[src/rtl/mgmt_filt_pkg.sv]
`timescale 1ns/1ps
package mgmt_filt_pkg;
  typedef struct packed {
    logic hub_hit;
    logic chip_hit;
    logic len_ok;
  } addr_dec_t;
endpackage

[src/rtl/mgmt_hub_reg.sv]
`timescale 1ns/1ps
module mgmt_hub_reg #(
  parameter int HUB_W = 8
) (
  input  logic             clk_i,
  input  logic             rst_ni,
  input  logic             we_i,
  input  logic [HUB_W-1:0] wdata_i,
  output logic [HUB_W-1:0] hub_o
);
  always_ff @(posedge clk_i or negedge rst_ni) begin
    if (!rst_ni)   hub_o <= '1;
    else if (we_i) hub_o <= wdata_i;
  end
endmodule

[src/rtl/mgmt_addr_cmp.sv]
`timescale 1ns/1ps
module mgmt_addr_cmp
  import mgmt_filt_pkg::*;
#(
  parameter int HUB_W        = 8,
  parameter int LEN_W        = 4,
  parameter int MAX_WR_WORDS = 2,
  parameter bit BCAST_EN     = 1'b1
) (
  input  logic [HUB_W-1:0] local_hub_i,
  input  logic [HUB_W-1:0] rx_hub_i,
  input  logic [2:0]       rx_chip_i,
  input  logic [1:0]       strap_i,
  input  logic             rx_write_i,
  input  logic [LEN_W-1:0] rx_len_i,
  output addr_dec_t        dec_o
);
  localparam logic [LEN_W-1:0] WR_LIMIT = LEN_W'(MAX_WR_WORDS);

  logic bcast;

  generate
    if (BCAST_EN) begin : g_bcast
      assign bcast = &rx_hub_i;
    end else begin : g_no_bcast
      assign bcast = 1'b0;
    end
  endgenerate

  always_comb begin
    dec_o.hub_hit  = (rx_hub_i == local_hub_i) || bcast;
    dec_o.chip_hit = (rx_chip_i == {1'b0, strap_i});
    dec_o.len_ok   = !(rx_write_i && (rx_len_i > WR_LIMIT));
  end
endmodule

[src/rtl/mgmt_resp_window.sv]
`timescale 1ns/1ps
module mgmt_resp_window #(
  parameter int RESP_BITS = 12,
  parameter int CNT_W     = $clog2(RESP_BITS + 1)
) (
  input  logic             clk_i,
  input  logic             rst_ni,
  input  logic             open_i,
  input  logic             bit_tick_i,
  input  logic             resp_start_i,
  input  logic             arb_pkt_i,
  output logic             abort_o,
  output logic [CNT_W-1:0] timer_o
);
  localparam logic [CNT_W-1:0] LOAD = CNT_W'(RESP_BITS);

  logic pending;
  assign pending = (timer_o != '0);

  always_ff @(posedge clk_i or negedge rst_ni) begin
    if (!rst_ni) begin
      timer_o <= '0;
      abort_o <= 1'b0;
    end else begin
      abort_o <= pending && arb_pkt_i && !resp_start_i;
      // a new window wins over any close event in the same cycle
      if (open_i)                          timer_o <= LOAD;
      else if (resp_start_i || arb_pkt_i)  timer_o <= '0;
      else if (bit_tick_i && pending)      timer_o <= timer_o - 1'b1;
    end
  end
endmodule

[src/rtl/mgmt_addr_filter.sv]
`timescale 1ns/1ps
module mgmt_addr_filter
  import mgmt_filt_pkg::*;
#(
  parameter int HUB_W        = 8,
  parameter int LEN_W        = 4,
  parameter int MAX_WR_WORDS = 2,
  parameter int RESP_BITS    = 12,
  parameter bit BCAST_EN     = 1'b1,
  localparam int CNT_W       = $clog2(RESP_BITS + 1)
) (
  input  logic             clk_i,
  input  logic             rst_ni,
  input  logic [1:0]       strap_i,
  input  logic             hub_we_i,
  input  logic [HUB_W-1:0] hub_wdata_i,
  input  logic             frame_done_i,
  input  logic             frame_err_i,
  input  logic [HUB_W-1:0] rx_hub_i,
  input  logic [2:0]       rx_chip_i,
  input  logic             rx_write_i,
  input  logic [LEN_W-1:0] rx_len_i,
  input  logic             arb_pkt_i,
  input  logic             bit_tick_i,
  input  logic             resp_start_i,
  output logic             match_o,
  output logic             execute_o,
  output logic             abort_o,
  output logic [CNT_W-1:0] resp_timer_o
);
  logic [HUB_W-1:0] local_hub;
  addr_dec_t        dec;
  logic             accept;

  mgmt_hub_reg #(.HUB_W(HUB_W)) u_hub_reg (
    .clk_i   (clk_i),
    .rst_ni  (rst_ni),
    .we_i    (hub_we_i),
    .wdata_i (hub_wdata_i),
    .hub_o   (local_hub)
  );

  mgmt_addr_cmp #(
    .HUB_W(HUB_W), .LEN_W(LEN_W),
    .MAX_WR_WORDS(MAX_WR_WORDS), .BCAST_EN(BCAST_EN)
  ) u_cmp (
    .local_hub_i (local_hub),
    .rx_hub_i    (rx_hub_i),
    .rx_chip_i   (rx_chip_i),
    .strap_i     (strap_i),
    .rx_write_i  (rx_write_i),
    .rx_len_i    (rx_len_i),
    .dec_o       (dec)
  );

  assign accept = frame_done_i && !frame_err_i &&
                  dec.hub_hit && dec.chip_hit && dec.len_ok;

  always_ff @(posedge clk_i or negedge rst_ni) begin
    if (!rst_ni) begin
      match_o   <= 1'b0;
      execute_o <= 1'b0;
    end else begin
      match_o   <= frame_done_i && dec.hub_hit;
      execute_o <= accept;
    end
  end

  mgmt_resp_window #(.RESP_BITS(RESP_BITS), .CNT_W(CNT_W)) u_win (
    .clk_i        (clk_i),
    .rst_ni       (rst_ni),
    .open_i       (accept),
    .bit_tick_i   (bit_tick_i),
    .resp_start_i (resp_start_i),
    .arb_pkt_i    (arb_pkt_i),
    .abort_o      (abort_o),
    .timer_o      (resp_timer_o)
  );
endmodule

[config.mk]
export PLATFORM = sky130hd
export DESIGN_NAME = mgmt_addr_filter
export DESIGN_NICKNAME = d
export VERILOG_FILES = /design/src/rtl/mgmt_filt_pkg.sv /design/src/rtl/mgmt_hub_reg.sv /design/src/rtl/mgmt_addr_cmp.sv /design/src/rtl/mgmt_resp_window.sv /design/src/rtl/mgmt_addr_filter.sv
export SDC_FILE = /design/constraint.sdc
export NUM_CORES = 1
export LEC_CHECK = 0
export BUFFER_PORTS_ARGS = -buffer_cell sky130_fd_sc_hd__clkbuf_2
export CORE_MARGIN = 2
export CORE_UTILIZATION = 30
export CTS_CLUSTER_SIZE = 30
export DETAILED_ROUTE_END_ITERATION = 12
export PLACE_DENSITY_LB_ADDON = 0.25
export SYNTH_ARGS = -nofsm -noshare
export SYNTH_HDL_FRONTEND = slang
export SYNTH_SLANG_ARGS = --single-unit
[constraint.sdc]
create_clock -name clk_i -period 1.6 [get_ports clk_i]
set_input_delay 0.24 -clock clk_i [delete_from_list [all_inputs] [get_ports clk_i]]
set_output_delay 0.24 -clock clk_i [all_outputs]
set_load 0.02 [all_outputs]
; Word-level counts from Yosys, hierarchy flattened
; Index checks and enable logic that the tools add are counted.
[totals]
ff_bits = 15
input_bits = 34
out_inout_bits = 7
wordCells = 29
[classes]
addsub = 1
n_lt_le_gt_ge = 1
n_eq_ne = 2
muxes = 3
reduce_logical = 17
[ops]
columns = cell, count
row1 = 2-to-1 mux 4 bit, 3
row2 = logical AND 1 bit, 9
row3 = == test 8 bit, 1
row4 = AND reduction 8 bit, 1
row5 = "greater-than comparator 4 x 2 -> 1 bit, second input constant", 1
row6 = nonzero test 4 bit, 1
row7 = "subtractor 4 x 1 -> 4 bit, second input constant", 1
row8 = == test 3 x 2 -> 1 bit, 1
row9 = logical NOT 1 bit, 3
row10 = nonzero test 3 bit, 1
row11 = logical OR 1 bit, 2

; Longest topological paths before layout
[depth]
ltp_word = 6
depth_mapped = 6

; By module
; From an unflattened synthesis, not the netlist that was laid out.
[unflattened]
hier_cells = 67
hier_area_um2 = 832.0
[by_module_without_submodules]
columns = module, n_inst, cells_each, area_each_um2, seq_area_each_um2
row1 = mgmt_hub_reg, 1, 17, 341.6, 210.2
row2 = mgmt_resp_window, 1, 27, 286.5, 125.1
row3 = mgmt_addr_cmp, 1, 18, 136.4, 0.0
row4 = mgmt_addr_filter, 1, 5, 67.6, 50.0

; Least setup slack after synthesis
; Ideal clock, no wire load.
[synth_path]
kind = flip-flop to flip-flop
from = register u_win.timer_o[0]
to = register u_win.timer_o[1]
arrival_ns = 1.484
t_required_ns = 1.535
slack_ns = 0.050
path_stages_with_launch = 7
cell_sequence = dfrtp_1 -> inv_1 -> ha_1 -> or3b_1 -> a21oi_1 -> o21ai_1 -> o21ba_1
[synth_between]
elab_chain_len = 4
word_cells_on_any_way = 7
classes_between = add/sub: 1 / mux: 3 / reduce/logical: 3
[synth_lines]
columns = item, line_no
row1 = from (decl), mgmt_resp_window.sv:13  ; output logic [CNT_W-1:0] timer_o
row2 = from (signal assigned), mgmt_resp_window.sv:29  ; else if (bit_tick_i && pending) timer_o <= timer_o - 1'b1;
row3 = subtractor 4 x 1 -> 4 bit, mgmt_resp_window.sv:29
row4 = 2-to-1 mux 4 bit, mgmt_resp_window.sv:29
row5 = 2-to-1 mux 4 bit, mgmt_resp_window.sv:28  ; else if (resp_start_i || arb_pkt_i) timer_o <= '0;
row6 = 2-to-1 mux 4 bit, mgmt_resp_window.sv:27  ; if (open_i) timer_o <= LOAD;
; Parallel ways exist; a longest one is shown, timed or not. The select of a mux whose other input is x is not followed.
; A chain may end at the register's enable or synchronous reset.

; Worst setup path after layout
[layout_path]
from = register u_win.timer_o[1]
to = register u_win.timer_o[1]
; Same word-level chain as after synthesis.

==> run_results.csv <==
group,metric,value,unit
clock_tree,ctsRootBufferMaster,"clkbuf_4",
worst_setup_path,crit_path_start_kind,"register",
routing,vias,695,
worst_setup_path,worst_ep_required_time,1820,ps
power,combPwrFrac,16.4,%
job,cap_violations,0,
power,finalPower,0.7666,mW
synthesis,netlist_instances,69,
clock_tree,clk_latency,280,ps
timing,fmax,643.8,MHz
worst_setup_path,crit_fanout,5,
placed_design,port_buffers,40,
synthesis,seq_area_frac_synth,47.31,%
timing,fin_skew,3.008,ps
synthesis,ys_ff_latch,15,
synthesis,synth.area.top_cells,"dfstp_2 26%, dfrtp_1 22%, mux2_2 11%",
synthesis,synth_area_per_cell,11.80,µm²
timing,fin_crit_sh,97.08,%
floorplan,placementRows,18,
clock_tree,cts.path.max_buffers,2,
floorplan,core_area,2522,µm²
placed_design,dp.final_hpwl,1345,µm
synthesis,syn_nets,104,
synthesis,synth_edf_count,0,
placed_design,dp_slack,43.18,ps
routing,post_drt_wl_per_cell,12.16,µm
clock_tree,cts_tree,"yes",
finish,drive_above_1_share,60.00,%
power,power_density,689.2,nW/µm²
global_routing,grt_start_max_net_pins,16,
finish,areaGrowthSynthToFinish,36.56,%
timing,hold_viol,0,
power,p_clk_share,27.8,%
routing,route.met2.wl,916,µm
routing,vias_per_cell,4.793,
global_routing,grt_overflow,0,
synthesis,synthTopCellsByCount,"10 x xor2_1, 8 x dfstp_2, 8 x mux2_2",
routing,dr.first_iter.drc_count,21,
global_routing,antenna_found_initial,0,
routing,highest_layer,"met4",
routing,wl,1763,µm
clock_tree,clock_sinks,15,
worst_setup_path,end_kind,"register",
timing,final_max_slew_viol_count,0,
synthesis,synth_cell_type_count,29,
clock_tree,numCtsBuffers,3,
clock_tree,htree_levels,1,
timing,slew-limit-headroom,75.43,%
worst_setup_path,critPathTopFamily,"compound AO/OA/AOI/OAI gates",
synthesis,syn-cell-area,814.5,µm²
global_routing,first_global_vias,669,
synthesis,yosysMostFrequentCell,"xor2_1",
routing,met3_wirelength,125,µm
routing,drt.antenna.violating_nets,0,
synthesis,yosysTopAreaCell,"dfstp_2",
worst_setup_path,critPathKind,"register to register",
finish,utilization,44.10,%
floorplan,chipHeight,56.11,µm
worst_setup_path,cp_slowest_stage_delay,420,ps
floorplan,start_util,32.29,%
worst_hold_path,min_path_type,"input port to register",
placed_design,gp_congestion,0.6780,
synthesis,yosysTopAreaCellShare,25.81,%
finish,nets,151,
clock_tree,clk_pin_slew,90,ps
worst_setup_path,crit_chain,"inv_2 -> ha_4 -> or3b_1 -> a21oi_1 -> o21ai_1 -> o21ba_1",
timing,worst_slew_pin_slew,368.6,ps
power,ir_worst_vdd,0.3573,mV
timing,setup_ws,46.74,ps
power,netSwitchingFraction,24.04,%
worst_setup_path,worstPathArrival,1780,ps
floorplan,die_w,56.11,µm
routing,dr.pass1.iters,2,
worst_setup_path,r2r_slack,50,ps
timing,setup_violations,0,
worst_setup_path,cp_slowest_cell,"dfrtp_1",
worst_setup_path,cp_num_buf_inv,1,
status,status,"completed",
timing,fin_setup_tns,0,ps
routing,drt_drc_violations_left,0,
finish,nFillCells,268,
routing,wl_met1,708,µm
floorplan,dieArea,3148,µm²
synthesis,synthFlopType,"dfstp_2",
power,p_int,0.5823,mW
finish,multi_input_area,430.4,µm²
power,netSwitchingPower,0.1843,mW
floorplan,io_pins,41,
finish,n_antenna_cell,0,
power,leakage,0.5401,nW
timing,fin_crit,1553,ps
synthesis,synth_warnings,0,
power,p_seq_share,55.9,%
global_routing,grt.total_usage,11.29,%
finish,final-seq-area,385.4,µm²
global_routing,grt_pass1_wl,2780,µm
synthesis,synthArstFlopShare,100.0,%
==> worst paths after layout <==
path,startpoint,end,cells past startpoint
worst max-delay path,u_win.timer_o[1],u_win.timer_o[1],6
worst min-delay path,resp_start_i,u_win.abort_o,2
worst max register to register,u_win.timer_o[1],u_win.timer_o[1],6
worst min register to register,u_hub_reg.hub_o[6],u_hub_reg.hub_o[6],1
max in group asynchronous,rst_ni,u_hub_reg.hub_o[6],2
min in group asynchronous,rst_ni,u_win.timer_o[0],2
==> stage by stage <==
step / area (µm²) / hold slack (ps) / cells
CTS: 1085 / 109.3 / 143
detailed placement: 1049 / 176.5 / 138
global route: 1112 / 108.3 / 145
finish: 1112 / 121.2 / 145
global placement: 1049 / 172.3 / 138
floorplan: 814.5 / -55.59 / 69
==> power groups by stage <==
| stage | Sequential (mW) | Clock [mW] | Combinational, mW |
|---|---|---|---|
| 6_report | 0.428 | 0.213 | 0.125 |
| 5_1_grt | 0.433 | 0.240 | 0.142 |
| 4_1_cts | 0.429 | 0.226 | 0.129 |
| 3_5_place_dp | 0.436 | 0 | 0.126 |
| 3_3_place_gp | 0.435 | 0 | 0.124 |
| 2_1_floorplan | 0.432 | 0 | 0.0649 |
==> layer usage <==
layer / vias up / track usage, %
met1: 324 / 12.61
met2: 28 / 19.50
met3: 2 / 2.791
met4: 0 / 6.122
met5: - / 0
li1: 341 / -
==> worst reg2reg max path: stages, from the launching register on <==
cell     delay, ps
dfrtp_1        420
inv_2          100
ha_4           150
or3b_1         380
a21oi_1        160
o21ai_1         70
o21ba_1        220
==> flip-flops by register name (all words and copies together) (netlist names) <==
| name | flops |
|---|---|
| u_win.timer_o | 4 |
| match_o | 1 |
| u_hub_reg.hub_o | 8 |
| u_win.abort_o | 1 |
| execute_o | 1 |
==> cell type report <==
| type | instances | area share [%] |
|---|---|---|
| sequential | 15 | 34.65 |
| timing repair buffer | 43 | 20.25 |
| tap | 30 | 3.375 |
| inverter | 2 | 0.6749 |
| clock buffer | 4 | 2.362 |
| multi-input combinational | 51 | 38.70 |
==> cells in the final DEF, fill, tap and decap left out, types with 2 or more instances in the layout <==
cell / count
clkbuf_2: 40
xor2_1: 10
mux2_2: 8
dfstp_2: 8
dfrtp_1: 7
nor2_1: 4
nand2_1: 3
o21ai_1: 3
clkbuf_4: 3
inv_2: 2
nor4_2: 2
nand4_1: 2
nor3b_1: 2
buf_4: 2
==> kinds of logic (layout without fill, tap and decap cells) <==
logic type | after synthesis | count (layout) | synth area share [%]
mux | 9 | 9 | 12.44
buf+inv | 3 | 49 | 1.382
compound gates | 10 | 10 | 8.601
xor+xnor | 11 | 11 | 11.83
flops | 15 | 15 | 47.31
fa+ha+maj | 1 | 1 | 1.536
simple gates | 20 | 20 | 16.90
==> timing repair <==
action	CTS	global route
hold buffers	1	0
setup endpoints to repair	0	1
gates resized for setup	0	4
buffers inserted	0	2
hold endpoints to repair	7	0
No activity file was read; power rests on OpenSTA's default activity.
